[src/rtl/dwatch_pkg.sv]
package dwatch_pkg;
    localparam int DW_PA_W     = 40;  // physical address width
    localparam int DW_REG_W    = 32;  // register word width
    localparam int DW_GRAN     = 3;   // log2 of compare granule in bytes
    localparam int DW_CODE_W   = 5;   // cause code width
    localparam int DW_WATCH_CODE = 23;

    typedef enum logic [0:0] {
        WS_IDLE    = 1'b0,
        WS_PENDING = 1'b1
    } wstate_e;
endpackage

[src/rtl/dwatch_regs.sv]
module dwatch_regs #(
    parameter int PA_W  = 40,
    parameter int REG_W = 32,
    parameter int GRAN  = 3
) (
    input  logic                 clk,
    input  logic                 rst_n,
    input  logic                 wr_en,
    input  logic                 wr_sel,
    input  logic [REG_W-1:0]     wr_data,
    input  logic                 rd_sel,
    output logic [REG_W-1:0]     rd_data,
    output logic [PA_W-1:GRAN]   watch_addr,
    output logic                 ld_arm,
    output logic                 st_arm,
    output logic                 wr_lo
);
    localparam int HI_W  = PA_W - REG_W;
    localparam int RSV_W = GRAN - 2;

    logic [REG_W-1:GRAN] lo_addr_q;
    logic [HI_W-1:0]     hi_addr_q;
    logic                ld_arm_q;
    logic                st_arm_q;

    assign wr_lo = wr_en && !wr_sel;

    always_ff @(posedge clk) begin
        if (!rst_n) begin
            lo_addr_q <= '0;
            hi_addr_q <= '0;
            ld_arm_q  <= 1'b0;
            st_arm_q  <= 1'b0;
        end else if (wr_en) begin
            if (!wr_sel) begin
                lo_addr_q <= wr_data[REG_W-1:GRAN];
                ld_arm_q  <= wr_data[1];
                st_arm_q  <= wr_data[0];
            end else begin
                hi_addr_q <= wr_data[HI_W-1:0];
            end
        end
    end

    always_comb begin
        if (!rd_sel) begin
            rd_data = {lo_addr_q, {RSV_W{1'b0}}, ld_arm_q, st_arm_q};
        end else begin
            rd_data = '0;
            rd_data[HI_W-1:0] = hi_addr_q;
        end
    end

    assign watch_addr = {hi_addr_q, lo_addr_q};
    assign ld_arm     = ld_arm_q;
    assign st_arm     = st_arm_q;
endmodule

[src/rtl/dwatch_match.sv]
module dwatch_match #(
    parameter int PA_W = 40,
    parameter int GRAN = 3
) (
    input  logic               valid,
    input  logic               is_load,
    input  logic               is_store,
    input  logic               is_cache,
    input  logic [PA_W-1:GRAN] addr_dw,
    input  logic [PA_W-1:GRAN] watch_addr,
    input  logic               ld_arm,
    input  logic               st_arm,
    output logic               hit
);
    logic kind_ok;
    logic addr_eq;

    assign kind_ok = (is_load && ld_arm) || (is_store && st_arm);
    assign addr_eq = (addr_dw == watch_addr);
    assign hit     = valid && !is_cache && kind_ok && addr_eq;
endmodule

[src/rtl/dwatch_fsm.sv]
module dwatch_fsm
    import dwatch_pkg::*;
#(
    parameter int CODE_W     = 5,
    parameter int WATCH_CODE = 23
) (
    input  logic              clk,
    input  logic              rst_n,
    input  logic              hit,
    input  logic              masked,
    input  logic              wr_lo,
    output logic              exc_req,
    output logic [CODE_W-1:0] exc_code,
    output logic              epc_next,
    output logic              pending
);
    wstate_e state_q, state_d;
    logic    fire_now;
    logic    fire_def;

    always_comb begin
        state_d  = state_q;
        fire_now = 1'b0;
        fire_def = 1'b0;
        unique case (state_q)
            WS_IDLE: begin
                if (hit && !masked) begin
                    fire_now = 1'b1;          // FIRE
                end else if (hit && masked && !wr_lo) begin
                    state_d = WS_PENDING;     // ARM
                end
            end
            WS_PENDING: begin
                if (wr_lo) begin
                    state_d = WS_IDLE;        // CANCEL
                end else if (!masked) begin
                    fire_def = 1'b1;          // DELIVER
                    state_d  = WS_IDLE;
                end
            end
            default: state_d = WS_IDLE;
        endcase
    end

    always_ff @(posedge clk) begin
        if (!rst_n) state_q <= WS_IDLE;
        else        state_q <= state_d;
    end

    always_ff @(posedge clk) begin
        if (!rst_n) begin
            exc_req  <= 1'b0;
            exc_code <= '0;
            epc_next <= 1'b0;
        end else begin
            exc_req  <= fire_now || fire_def;
            exc_code <= (fire_now || fire_def) ? CODE_W'(WATCH_CODE) : '0;
            epc_next <= fire_def;
        end
    end

    assign pending = (state_q == WS_PENDING);
endmodule

[src/rtl/dwatch_unit.sv]
module dwatch_unit
    import dwatch_pkg::*;
#(
    parameter int PA_W       = DW_PA_W,
    parameter int REG_W      = DW_REG_W,
    parameter int GRAN       = DW_GRAN,
    parameter int CODE_W     = DW_CODE_W,
    parameter int WATCH_CODE = DW_WATCH_CODE
) (
    input  logic              clk,
    input  logic              rst_n,
    input  logic              reg_wr_en,
    input  logic              reg_wr_sel,
    input  logic [REG_W-1:0]  reg_wr_data,
    input  logic              reg_rd_sel,
    output logic [REG_W-1:0]  reg_rd_data,
    input  logic              acc_valid,
    input  logic              acc_is_load,
    input  logic              acc_is_store,
    input  logic              acc_is_cache,
    input  logic [PA_W-1:0]   acc_paddr,
    input  logic              stat_exl,
    input  logic              stat_erl,
    output logic              exc_req,
    output logic [CODE_W-1:0] exc_code,
    output logic              epc_next
);
    logic [PA_W-1:GRAN] watch_addr;
    logic               ld_arm;
    logic               st_arm;
    logic               wr_lo;
    logic               hit;
    logic               masked;
    logic               pending;

    assign masked = stat_exl || stat_erl;

    dwatch_regs #(.PA_W(PA_W), .REG_W(REG_W), .GRAN(GRAN)) u_regs (
        .clk        (clk),
        .rst_n      (rst_n),
        .wr_en      (reg_wr_en),
        .wr_sel     (reg_wr_sel),
        .wr_data    (reg_wr_data),
        .rd_sel     (reg_rd_sel),
        .rd_data    (reg_rd_data),
        .watch_addr (watch_addr),
        .ld_arm     (ld_arm),
        .st_arm     (st_arm),
        .wr_lo      (wr_lo)
    );

    dwatch_match #(.PA_W(PA_W), .GRAN(GRAN)) u_match (
        .valid      (acc_valid),
        .is_load    (acc_is_load),
        .is_store   (acc_is_store),
        .is_cache   (acc_is_cache),
        .addr_dw    (acc_paddr[PA_W-1:GRAN]),
        .watch_addr (watch_addr),
        .ld_arm     (ld_arm),
        .st_arm     (st_arm),
        .hit        (hit)
    );

    dwatch_fsm #(.CODE_W(CODE_W), .WATCH_CODE(WATCH_CODE)) u_fsm (
        .clk      (clk),
        .rst_n    (rst_n),
        .hit      (hit),
        .masked   (masked),
        .wr_lo    (wr_lo),
        .exc_req  (exc_req),
        .exc_code (exc_code),
        .epc_next (epc_next),
        .pending  (pending)
    );
endmodule

[config.mk]
export PLATFORM = sky130hd
export DESIGN_NAME = dwatch_unit
export DESIGN_NICKNAME = d
export VERILOG_FILES = /design/src/rtl/dwatch_pkg.sv /design/src/rtl/dwatch_regs.sv /design/src/rtl/dwatch_match.sv /design/src/rtl/dwatch_fsm.sv /design/src/rtl/dwatch_unit.sv
export SDC_FILE = /design/constraint.sdc
export NUM_CORES = 1
export LEC_CHECK = 0
export ABC_AREA = 0
export ABC_CLOCK_PERIOD_IN_PS = 4100
export BUFFER_PORTS_ARGS = -buffer_cell sky130_fd_sc_hd__buf_2
export CORE_ASPECT_RATIO = 2
export CORE_MARGIN = 2
export CORE_UTILIZATION = 39
export DETAILED_ROUTE_END_ITERATION = 16
export PLACE_DENSITY = 0.71
export SETUP_SLACK_MARGIN = 0.15
export SYNTH_ARGS = -nofsm -noshare
export SYNTH_HDL_FRONTEND = slang
export SYNTH_SLANG_ARGS = --single-unit
[constraint.sdc]
create_clock -name clk -period 4.1 [get_ports clk]
set_clock_uncertainty 0.2 [all_clocks]
set_input_delay 0.41 -clock clk [delete_from_list [all_inputs] [get_ports clk]]
set_output_delay 0.41 -clock clk [all_outputs]
set_load 0.05 [all_outputs]
==> flow_metrics.tcl, run 1 <==
set metrics [dict create \
    hold-path-endpoint "u_fsm.epc_next" \
    grt_max_degree 42 \
    initial_core_util_pct 40.0 \
    synthDistinctLibCells 24 \
    place_congestion 0.808 \
    r2r-end "u_fsm.pending" \
    synth_area_leader_cell "dfxtp_1" \
    worst_path_max_delay_cell "buf_2" \
    syn_nets 357 \
    p_per_area_mw_per_mm2 342 \
    mostFrequentLayoutCells "buf_2 (117), nand2_1 (72), dfxtp_1 (42), a21boi_1 (39), xnor2_1 (35)" \
    rows 39 \
    fin_tns_setup_ns 0 \
    cts_max_level 2 \
    cpMostUsedCell "buf_2" \
    final-hold-violation-count 0 \
    layout.nets 463 \
    stdcell_count 440 \
    rr_startpoint "u_regs.lo_addr_q[16]" \
    cts_root_buffer "clkbuf_16" \
    reg2reg_depth 5 \
    ctsHoldBuffers 0 \
    die_area_sq_mm 0.00646 \
    use_met3_pct 3.48 \
    use_met1_pct 19.7 \
    fillers 586 \
    critPathCaptureType "output port" \
    grt_pass1_wl_um 9930 \
    fmax_mhz 467 \
    fin_crit_sh_pct 52.3 \
    grt_setup_unrepaired "false" \
    antenna_cells 0 \
    dp_slack_ns 1.93 \
    track_usage_pct 20.5 \
    crit_chain "buf_2 -> mux2_1 -> buf_2" \
    wl_per_cell_um 14.4 \
    wirelength_um 6340 \
    hold_path.class "input port to flip-flop" \
    relSlewSlack_pct 57.0 \
    fp.dieH_um 112 \
    clk_latency_ns 0.28 \
    arrival_ns 1.53 \
    cts.sinks 42 \
    synth-seq-area-share_pct 37.2 \
    synthesis.area_sq_mm 0.00226 \
    drc_errors 0 \
    ys.warnings.count 0 \
    post-cts-setup-buffer-count 0 \
    startpoint_type "input port" \
    placed_cells 434 \
    drt_iter0_markers 44 \
    reg2reg_slack_ns 2.39 \
    grtUsageMet2_pct 38.9 \
    vias_per_cell 4.95 \
    design.core.area_sq_mm 0.00566 \
    ios 122 \
    worstPathMaxFanout 32 \
    cts_buffer_depth 2 \
    grt_pass1_vias 2116 \
    cp.required_ns 3.49 \
    ys_seq_elements 42 \
    synth_top_area_share_pct 37.2 \
    cts_tree "done" \
    slowest_delay_ns 0.50 \
    syn_inst 274 \
    fin_crit_ns 2.14 \
    critical-path-top-delay-family "buffers and inverters" \
    ctsResizeCount 0 \
    final_common_cell "buf_2" \
    ant_nets 0 \
    antenna_found_initial 0 \
    top_usage_layer "met2" \
    tightest_slew_ns 0.642 \
    maxSlewViolCount 0 \
    worst_slack_ns 1.96 \
    setup_viol 0 \
    dpl.hpwl_um 4950 \
    synth_area_leaders "dfxtp_1 (37%), xnor2_1 (14%), a21boi_1 (13%), nand2_1 (12%), nor2b_1 (6.6%)" \
    p_leak_nw 1.32 \
    firstDrtPassIters 4 \
    drv_cap 0 \
    syn_to_final_growth_pct 31.7 \
    postSynthAreaPerCell_sq_um 8.26 \
    status "completed" \
    cts_buffers 5 \
    hp-start "stat_exl" \
    timing_worst_setup_path_type "input port to output port" \
    drive_gt1_share_pct 34.0 \
    hold_depth 2 \
    clk_pin_slew_ns 0.05 \
    die_x_um 57.9 \
    portBuffers 117 \
    ir_drop_uv 327 \
    path_buf_inv 2 \
    grt-ovfl-total 0 \
    power_mw 1.02 \
    fin_util_pct 52.7 \
    vias 2178 \
]
==> cell usage after synthesis <==
| library cell | count |
|---|---|
| o21bai_1 | 1 |
| nand3b_1 | 1 |
| clkbuf_1 | 10 |
| buf_2 | 5 |
| xor2_1 | 2 |
| nor2b_1 | 24 |
| nor2b_2 | 1 |
| nor4_1 | 3 |
| mux2_1 | 7 |
| and2_1 | 1 |
| a211oi_2 | 1 |
| inv_1 | 1 |
| xnor2_1 | 35 |
| a21boi_1 | 39 |
| nand4_1 | 8 |
| a22o_1 | 1 |
| nor2_1 | 1 |
| nand2b_1 | 1 |
| nand3_1 | 11 |
| nor4_2 | 1 |
| buf_4 | 5 |
| nand2_1 | 72 |
| conb_1 | 1 |
| dfxtp_1 | 42 |
==> power breakdown <==
part	total, mW	internal (mW)	switching [mW]
logic	0.194	0.0821	0.112
clock network	0.384	0.235	0.149
registers	0.441	0.426	0.0150
total	1.02	0.743	0.276
==> kinds of logic (layout without fill, tap and decap cells) <==
kind of cell	count (synthesis)	in the layout	synth area share (%)
AOI/OAI and AO/OA	42	42	14.2
xor gates and xnor gates	37	37	14.3
buffers and inverters	21	126	4.59
DFF	42	42	37.2
muxes	7	7	3.48
other	1	1	0.166
and+or+nand+nor	124	124	26.1
==> worst max-delay path by stage <==
stage / from / end / slack, ns / cells past startpoint
final: reg_rd_sel / reg_rd_data[6] / 1.96 / 3
after global routing: reg_rd_sel / reg_rd_data[6] / 1.88 / 3
after CTS: reg_rd_sel / reg_rd_data[6] / 1.93 / 3
after detailed placement: reg_rd_sel / reg_rd_data[6] / 1.93 / 3
after global placement: reg_rd_sel / reg_rd_data[0] / 1.93 / 3
after floorplan: reg_rd_sel / reg_rd_data[10] / 2.17 / 2
==> per-layer routing <==
metal | wire, um | vias to the layer above | part of all wire, %
met5 | 0 | - | 0
met4 | 214 | 0 | 3.4
met3 | 282 | 16 | 4.4
met2 | 3660 | 69 | 58
met1 | 2180 | 993 | 34
li1 | - | 1100 | -
==> through the flow <==
stage	cell area (sq um)	hold slack [ns]
after floorplan	2260	0.244
after global placement	2840	0.250
after detailed placement	2840	0.266
after CTS	2980	0.116
after global routing	2980	0.139
final	2980	0.124
==> state kept, by name (all words and copies together), names as in the netlist <==
name	cells
u_regs.st_arm	1
u_fsm.epc_next	1
u_fsm.pending	1
u_regs.hi_addr_q	8
u_regs.lo_addr_q	29
u_regs.ld_arm	1
u_fsm.exc_code	1
==> layout make-up <==
cell class                      instances  area [sq um]  area share [%]
Clock buffer                            6           139            4.66
Tap cell                               61          76.3            2.56
Timing Repair Buffer                  119           601            20.2
Multi-Input combinational cell        211          1320            44.3
Sequential cell                        42           841            28.2
Inverter                                1          3.75           0.126
Power figures use the tool's default switching activity.
==> run 2, diff against run 1 <==
Settings changed: ABC_CLOCK_PERIOD_IN_PS 4100 to 1830, PLACE_DENSITY 0.71 to 0.74.
Clock period 4.1 ns to 1.83 ns, I/O delays scaled along.
==> run 2 against run 1 <==
Against the previous run: power grew 130%; sequential share of layout area shrank 3.4 points; sequential power grew 120%; highest routed layer unchanged; core utilization grew 7.1 points; non-clock buffer count grew 37; worst hold slack lost 0.059 ns; critical path depth grew 2; first-iteration DRC count grew 61%; cell area grew 13%.
==> flow_metrics.tcl, run 2 (synthesis gave the netlist of run 1 again) <==
set metrics [dict create \
    largest_reg_flops 29 \
    place_congestion 0.762 \
    grt-ovfl-total 0 \
    cp.required_ns 1.83 \
    maxSlewViolCount 0 \
    wl_per_cell_um 14.4 \
    drt_iter0_markers 71 \
    clk_latency_ns 0.28 \
    cts_root_buffer "clkbuf_16" \
    drv_cap 0 \
    grt_setup_unrepaired "false" \
    final-hold-violation-count 0 \
    drive_gt1_share_pct 32.9 \
    grt_max_degree 32 \
    syn_to_final_growth_pct 49.5 \
    die_area_sq_mm 0.00646 \
    timing_worst_setup_path_type "flip-flop to flip-flop" \
    startpoint_type "flip-flop" \
    grt_pass1_wl_um 10500 \
    drc_errors 0 \
    cts.sinks 42 \
    vias_per_cell 4.86 \
    cts_buffers 5 \
    regMostFlops "u_regs.lo_addr_q" \
    dpl.hpwl_um 5120 \
    p_leak_nw 1.50 \
    fin_crit_ns 1.59 \
    wirelength_um 6900 \
    p_per_area_mw_per_mm2 691 \
    die_x_um 57.9 \
    cts_tree "done" \
    fmax_mhz 631 \
    critPathCaptureType "flip-flop" \
    stdcell_count 478 \
    initial_core_util_pct 40.0 \
    firstDrtPassIters 4 \
    ios 122 \
    arrival_ns 1.59 \
    antenna_found_initial 1 \
    track_usage_pct 21.5 \
    ir_drop_uv 761 \
    fp.dieH_um 112 \
    portBuffers 117 \
    placed_cells 437 \
    grt_pass1_vias 2273 \
    rows 39 \
    cts_buffer_depth 2 \
    post-cts-setup-buffer-count 0 \
    layout.nets 500 \
    hold_path.class "input port to flip-flop" \
    design.core.area_sq_mm 0.00566 \
    clk_pin_slew_ns 0.05 \
    mostFrequentLayoutCells "buf_2 (117), nand2_1 (72), dfxtp_1 (42), a21boi_1 (39), dlygate4sd3_1 (34)" \
    cts_max_level 2 \
    largest_registers "u_regs.lo_addr_q (29), u_regs.hi_addr_q (8)" \
    worstPathMaxFanout 3 \
    vias 2321 \
    fin_tns_setup_ns 0 \
    status "completed" \
    setup_viol 0 \
    fin_crit_sh_pct 86.7 \
    ant_nets 0 \
    final_common_cell "buf_2" \
]
[run 2: worst max-delay path, cell delays in order (launching register included)]
cell,delay [ns]
dfxtp_1,0.32
xnor2_1,0.19
nand4_1,0.17
nor4_1,0.25
nand3_1,0.16
a211oi_2,0.22
[run 2: power breakdown]
group          switching, mW  internal (mW)
sequential            0.0350          0.955
combinational          0.268          0.240
clock                  0.314          0.526
total                  0.617           1.72
[run 2: timing repair]
action                     in CTS  in global routing
setup endpoints to repair       0                  2
gates resized for setup         0                  5
hold buffers                   34                  0
hold endpoints to repair       40                  0
[run 2: layer usage]
metal	GRT usage [%]	up-vias	share of wire [%]
li1	-	1174	-
met1	20.3	1056	35
met2	41.0	74	57
met3	3.48	17	4.0
met4	12.6	0	3.8
met5	0	-	0
[run 2: final cells by class]
class                   instances  area [sq um]
fillers                       520          2280
multi-input cells             211          1360
clock buffers                   6           139
repair buffers                156           963
well taps                      61          76.3
inverters                       1          3.75
flip-flops and latches         42           841
diodes                          1          2.50
[run 2: path summary, 6_finish.rpt]
| check | endpoint | slack, ns | from | cells past startpoint |
|---|---|---|---|---|
| min | u_regs.lo_addr_q[9] | 0.07 | rst_n | 2 |
| max | u_fsm.pending | 0.24 | u_regs.lo_addr_q[13] | 5 |
| max reg2reg | u_fsm.pending | 0.24 | u_regs.lo_addr_q[13] | 5 |
| min reg2reg | u_regs.st_arm | 0.27 | u_regs.st_arm | 2 |
[run 2: per-stage QoR]
stage / instance area (sq um) / worst slack [ns] / power [mW] / hold WS, ns / util, %
2_1_floorplan: 2260 / 0.355 / 1.28 / 0.0685 / -
3_3_place_gp: 2860 / 0.167 / 1.45 / 0.178 / 50.6
3_5_place_dp: 2860 / 0.180 / 1.45 / 0.186 / 50.6
4_1_cts: 3340 / 0.159 / 2.37 / 0.0606 / 59.1
5_1_grt: 3380 / 0.158 / 2.44 / 0.0765 / 59.7
6_report: 3380 / 0.244 / 2.34 / 0.0652 / 59.7
==> run 3, diff against run 2 <==
--- a/config.mk
+++ b/config.mk
@@ -14,4 +14,5 @@
 export DETAILED_ROUTE_END_ITERATION = 16
 export PLACE_DENSITY = 0.74
+export REMOVE_ABC_BUFFERS = 1
 export SETUP_SLACK_MARGIN = 0.15
 export SYNTH_ARGS = -nofsm -noshare
==> constraint.sdc (replaced) <==
create_clock -name clk -period 1.83 [get_ports clk]
set_clock_uncertainty 0.2 [all_clocks]
set_input_delay 0.0915 -clock clk [delete_from_list [all_inputs] [get_ports clk]]
set_output_delay 0.0915 -clock clk [all_outputs]
set_load 0.05 [all_outputs]
==> run 3 against run 2 <==
Against the previous run: worst setup slack worse by 0.087 ns; wire length is 5.3% lower; global-route usage is 0.54 points lower; cell count is 1.0% higher; register-to-register slack worse by 0.09 ns; first-iteration DRC count is 20% lower; count of clock-buffer cells in the layout stayed put; cell area is 2.6% higher; non-clock buffer count is 5 higher; critical path depth stayed put; via count is 0.90% higher; power is 6.8% higher; critical endpoint unchanged; highest routed layer unchanged.
==> flow_metrics.tcl, run 3 (synthesis gave the netlist of run 1 again) <==
set metrics [dict create \
    placed_cells 437 \
    cts_tree "done" \
    tightest_slew_ns 0.534 \
    die_x_um 57.9 \
    power_mw 2.50 \
    ant_nets 0 \
    grt_max_degree 27 \
    fillers 495 \
    wl_per_cell_um 13.5 \
    wirelength_um 6540 \
    drc_errors 0 \
    dp_slack_ns -0.00785 \
    cts.sinks 42 \
    vias 2342 \
    grt_pass1_wl_um 10700 \
    final_common_cell "buf_2" \
    mostFrequentLayoutCells "buf_2 (117), nand2_1 (72), a21boi_1 (39), dlygate4sd3_1 (38), dfxtp_1 (36)" \
    cts_root_buffer "clkbuf_16" \
    arrival_ns 1.67 \
    clk_latency_ns 0.28 \
    timing_worst_setup_path_type "flip-flop to flip-flop" \
    layout.nets 505 \
    drt_iter0_markers 57 \
    relSlewSlack_pct 64.4 \
    portBuffers 117 \
    rows 39 \
    largest_reg_flops 29 \
    fp.dieH_um 112 \
    regMostFlops "u_regs.lo_addr_q" \
    fin_crit_sh_pct 91.4 \
    final-hold-violation-count 0 \
    largest_registers "u_regs.lo_addr_q (29), u_regs.hi_addr_q (8)" \
    dpl.hpwl_um 4560 \
    worst_slack_ns 0.158 \
    p_per_area_mw_per_mm2 720 \
    clk_pin_slew_ns 0.06 \
    setup_viol 0 \
    grt-ovfl-total 0 \
    ir_drop_uv 538 \
    cp.required_ns 1.83 \
    design.core.area_sq_mm 0.00566 \
    firstDrtPassIters 4 \
    stdcell_count 483 \
    worstPathMaxFanout 3 \
    maxSlewViolCount 0 \
    fin_util_pct 61.3 \
    cts_buffer_depth 2 \
    syn_to_final_growth_pct 53.3 \
    initial_core_util_pct 40.0 \
    place_congestion 0.832 \
    startpoint_type "flip-flop" \
    hold_path.class "input port to flip-flop" \
    cts_buffers 5 \
    track_usage_pct 21.0 \
    fmax_mhz 598 \
    fin_hold_ws_ns 0.0174 \
    cts_max_level 2 \
    antenna_cells 0 \
    die_area_sq_mm 0.00646 \
    fin_crit_ns 1.67 \
    p_leak_nw 1.53 \
    grt_pass1_vias 2410 \
    status "completed" \
    grt_setup_unrepaired "true" \
    drive_gt1_share_pct 34.1 \
    drv_cap 0 \
    ios 122 \
    vias_per_cell 4.85 \
    critPathCaptureType "flip-flop" \
    antenna_found_initial 0 \
]
run 3: cell count changes in the layout (fill, tap and decap cells not counted), sizes merged:
cell         previous run  this run
dlygate4sd3            34        38
buf                   122       123
bufinv                  0         1
diode                   1         0
run 3: what timing repair did:
action                                 in CTS  in global routing
setup endpoints to repair                   2                  2
pin swaps                                   5                  3
buffers inserted                            1                  0
endpoints found under the hold margin      42                  0
hold buffers                               39                  0
gates resized for setup                     4                  6
run 3: final timing paths:
path | from | end | slack [ns] | cells after the start
setup / recovery | u_regs.lo_addr_q[22] | u_fsm.pending | 0.16 | 5
hold / removal | rst_n | u_regs.ld_arm | 0.02 | 2
setup reg to reg | u_regs.lo_addr_q[22] | u_fsm.pending | 0.16 | 5
hold reg to reg | u_regs.lo_addr_q[9] | u_regs.lo_addr_q[9] | 0.27 | 2
run 3: where the power goes:
part | switching (mW) | internal [mW]
Sequential | 0.0345 | 0.956
Combinational | 0.261 | 0.247
Clock | 0.326 | 0.672
Total | 0.622 | 1.87
run 3: final cells by class:
class | count | area [sq um] | share of cell area, %
timing repair buffer | 161 | 1020 | 29.5
clock buffer | 6 | 139 | 4.00
sequential | 42 | 848 | 24.5
multi-input combinational | 211 | 1350 | 38.9
tap | 61 | 76.3 | 2.20
inverter | 1 | 3.75 | 0.108
clock inverter | 1 | 30.0 | 0.866
run 3: worst max-delay path, stage by stage (launching register included):
cell and delay (ns):
dfxtp_1 0.33, xnor2_1 0.19, nand4_1 0.14, nor4_2 0.35, nand3_1 0.19, a211oi_2 0.20
run 3: per-layer routing:
layer | vias up | GRT usage, % | routed length (um)
met1 | 1068 | 21.0 | 2350
met2 | 76 | 42.4 | 3810
met3 | 9 | 2.67 | 279
li1 | 1189 | - | -
met4 | 0 | 5.43 | 89
met5 | - | 0 | 0
run 3: metrics by stage:
stage	area, sq um	TNS, ns
floorplan	2160	-1.68
global placement	2880	0
detailed placement	2880	-0.00785
CTS	3460	0
global route	3470	0
finish	3470	0
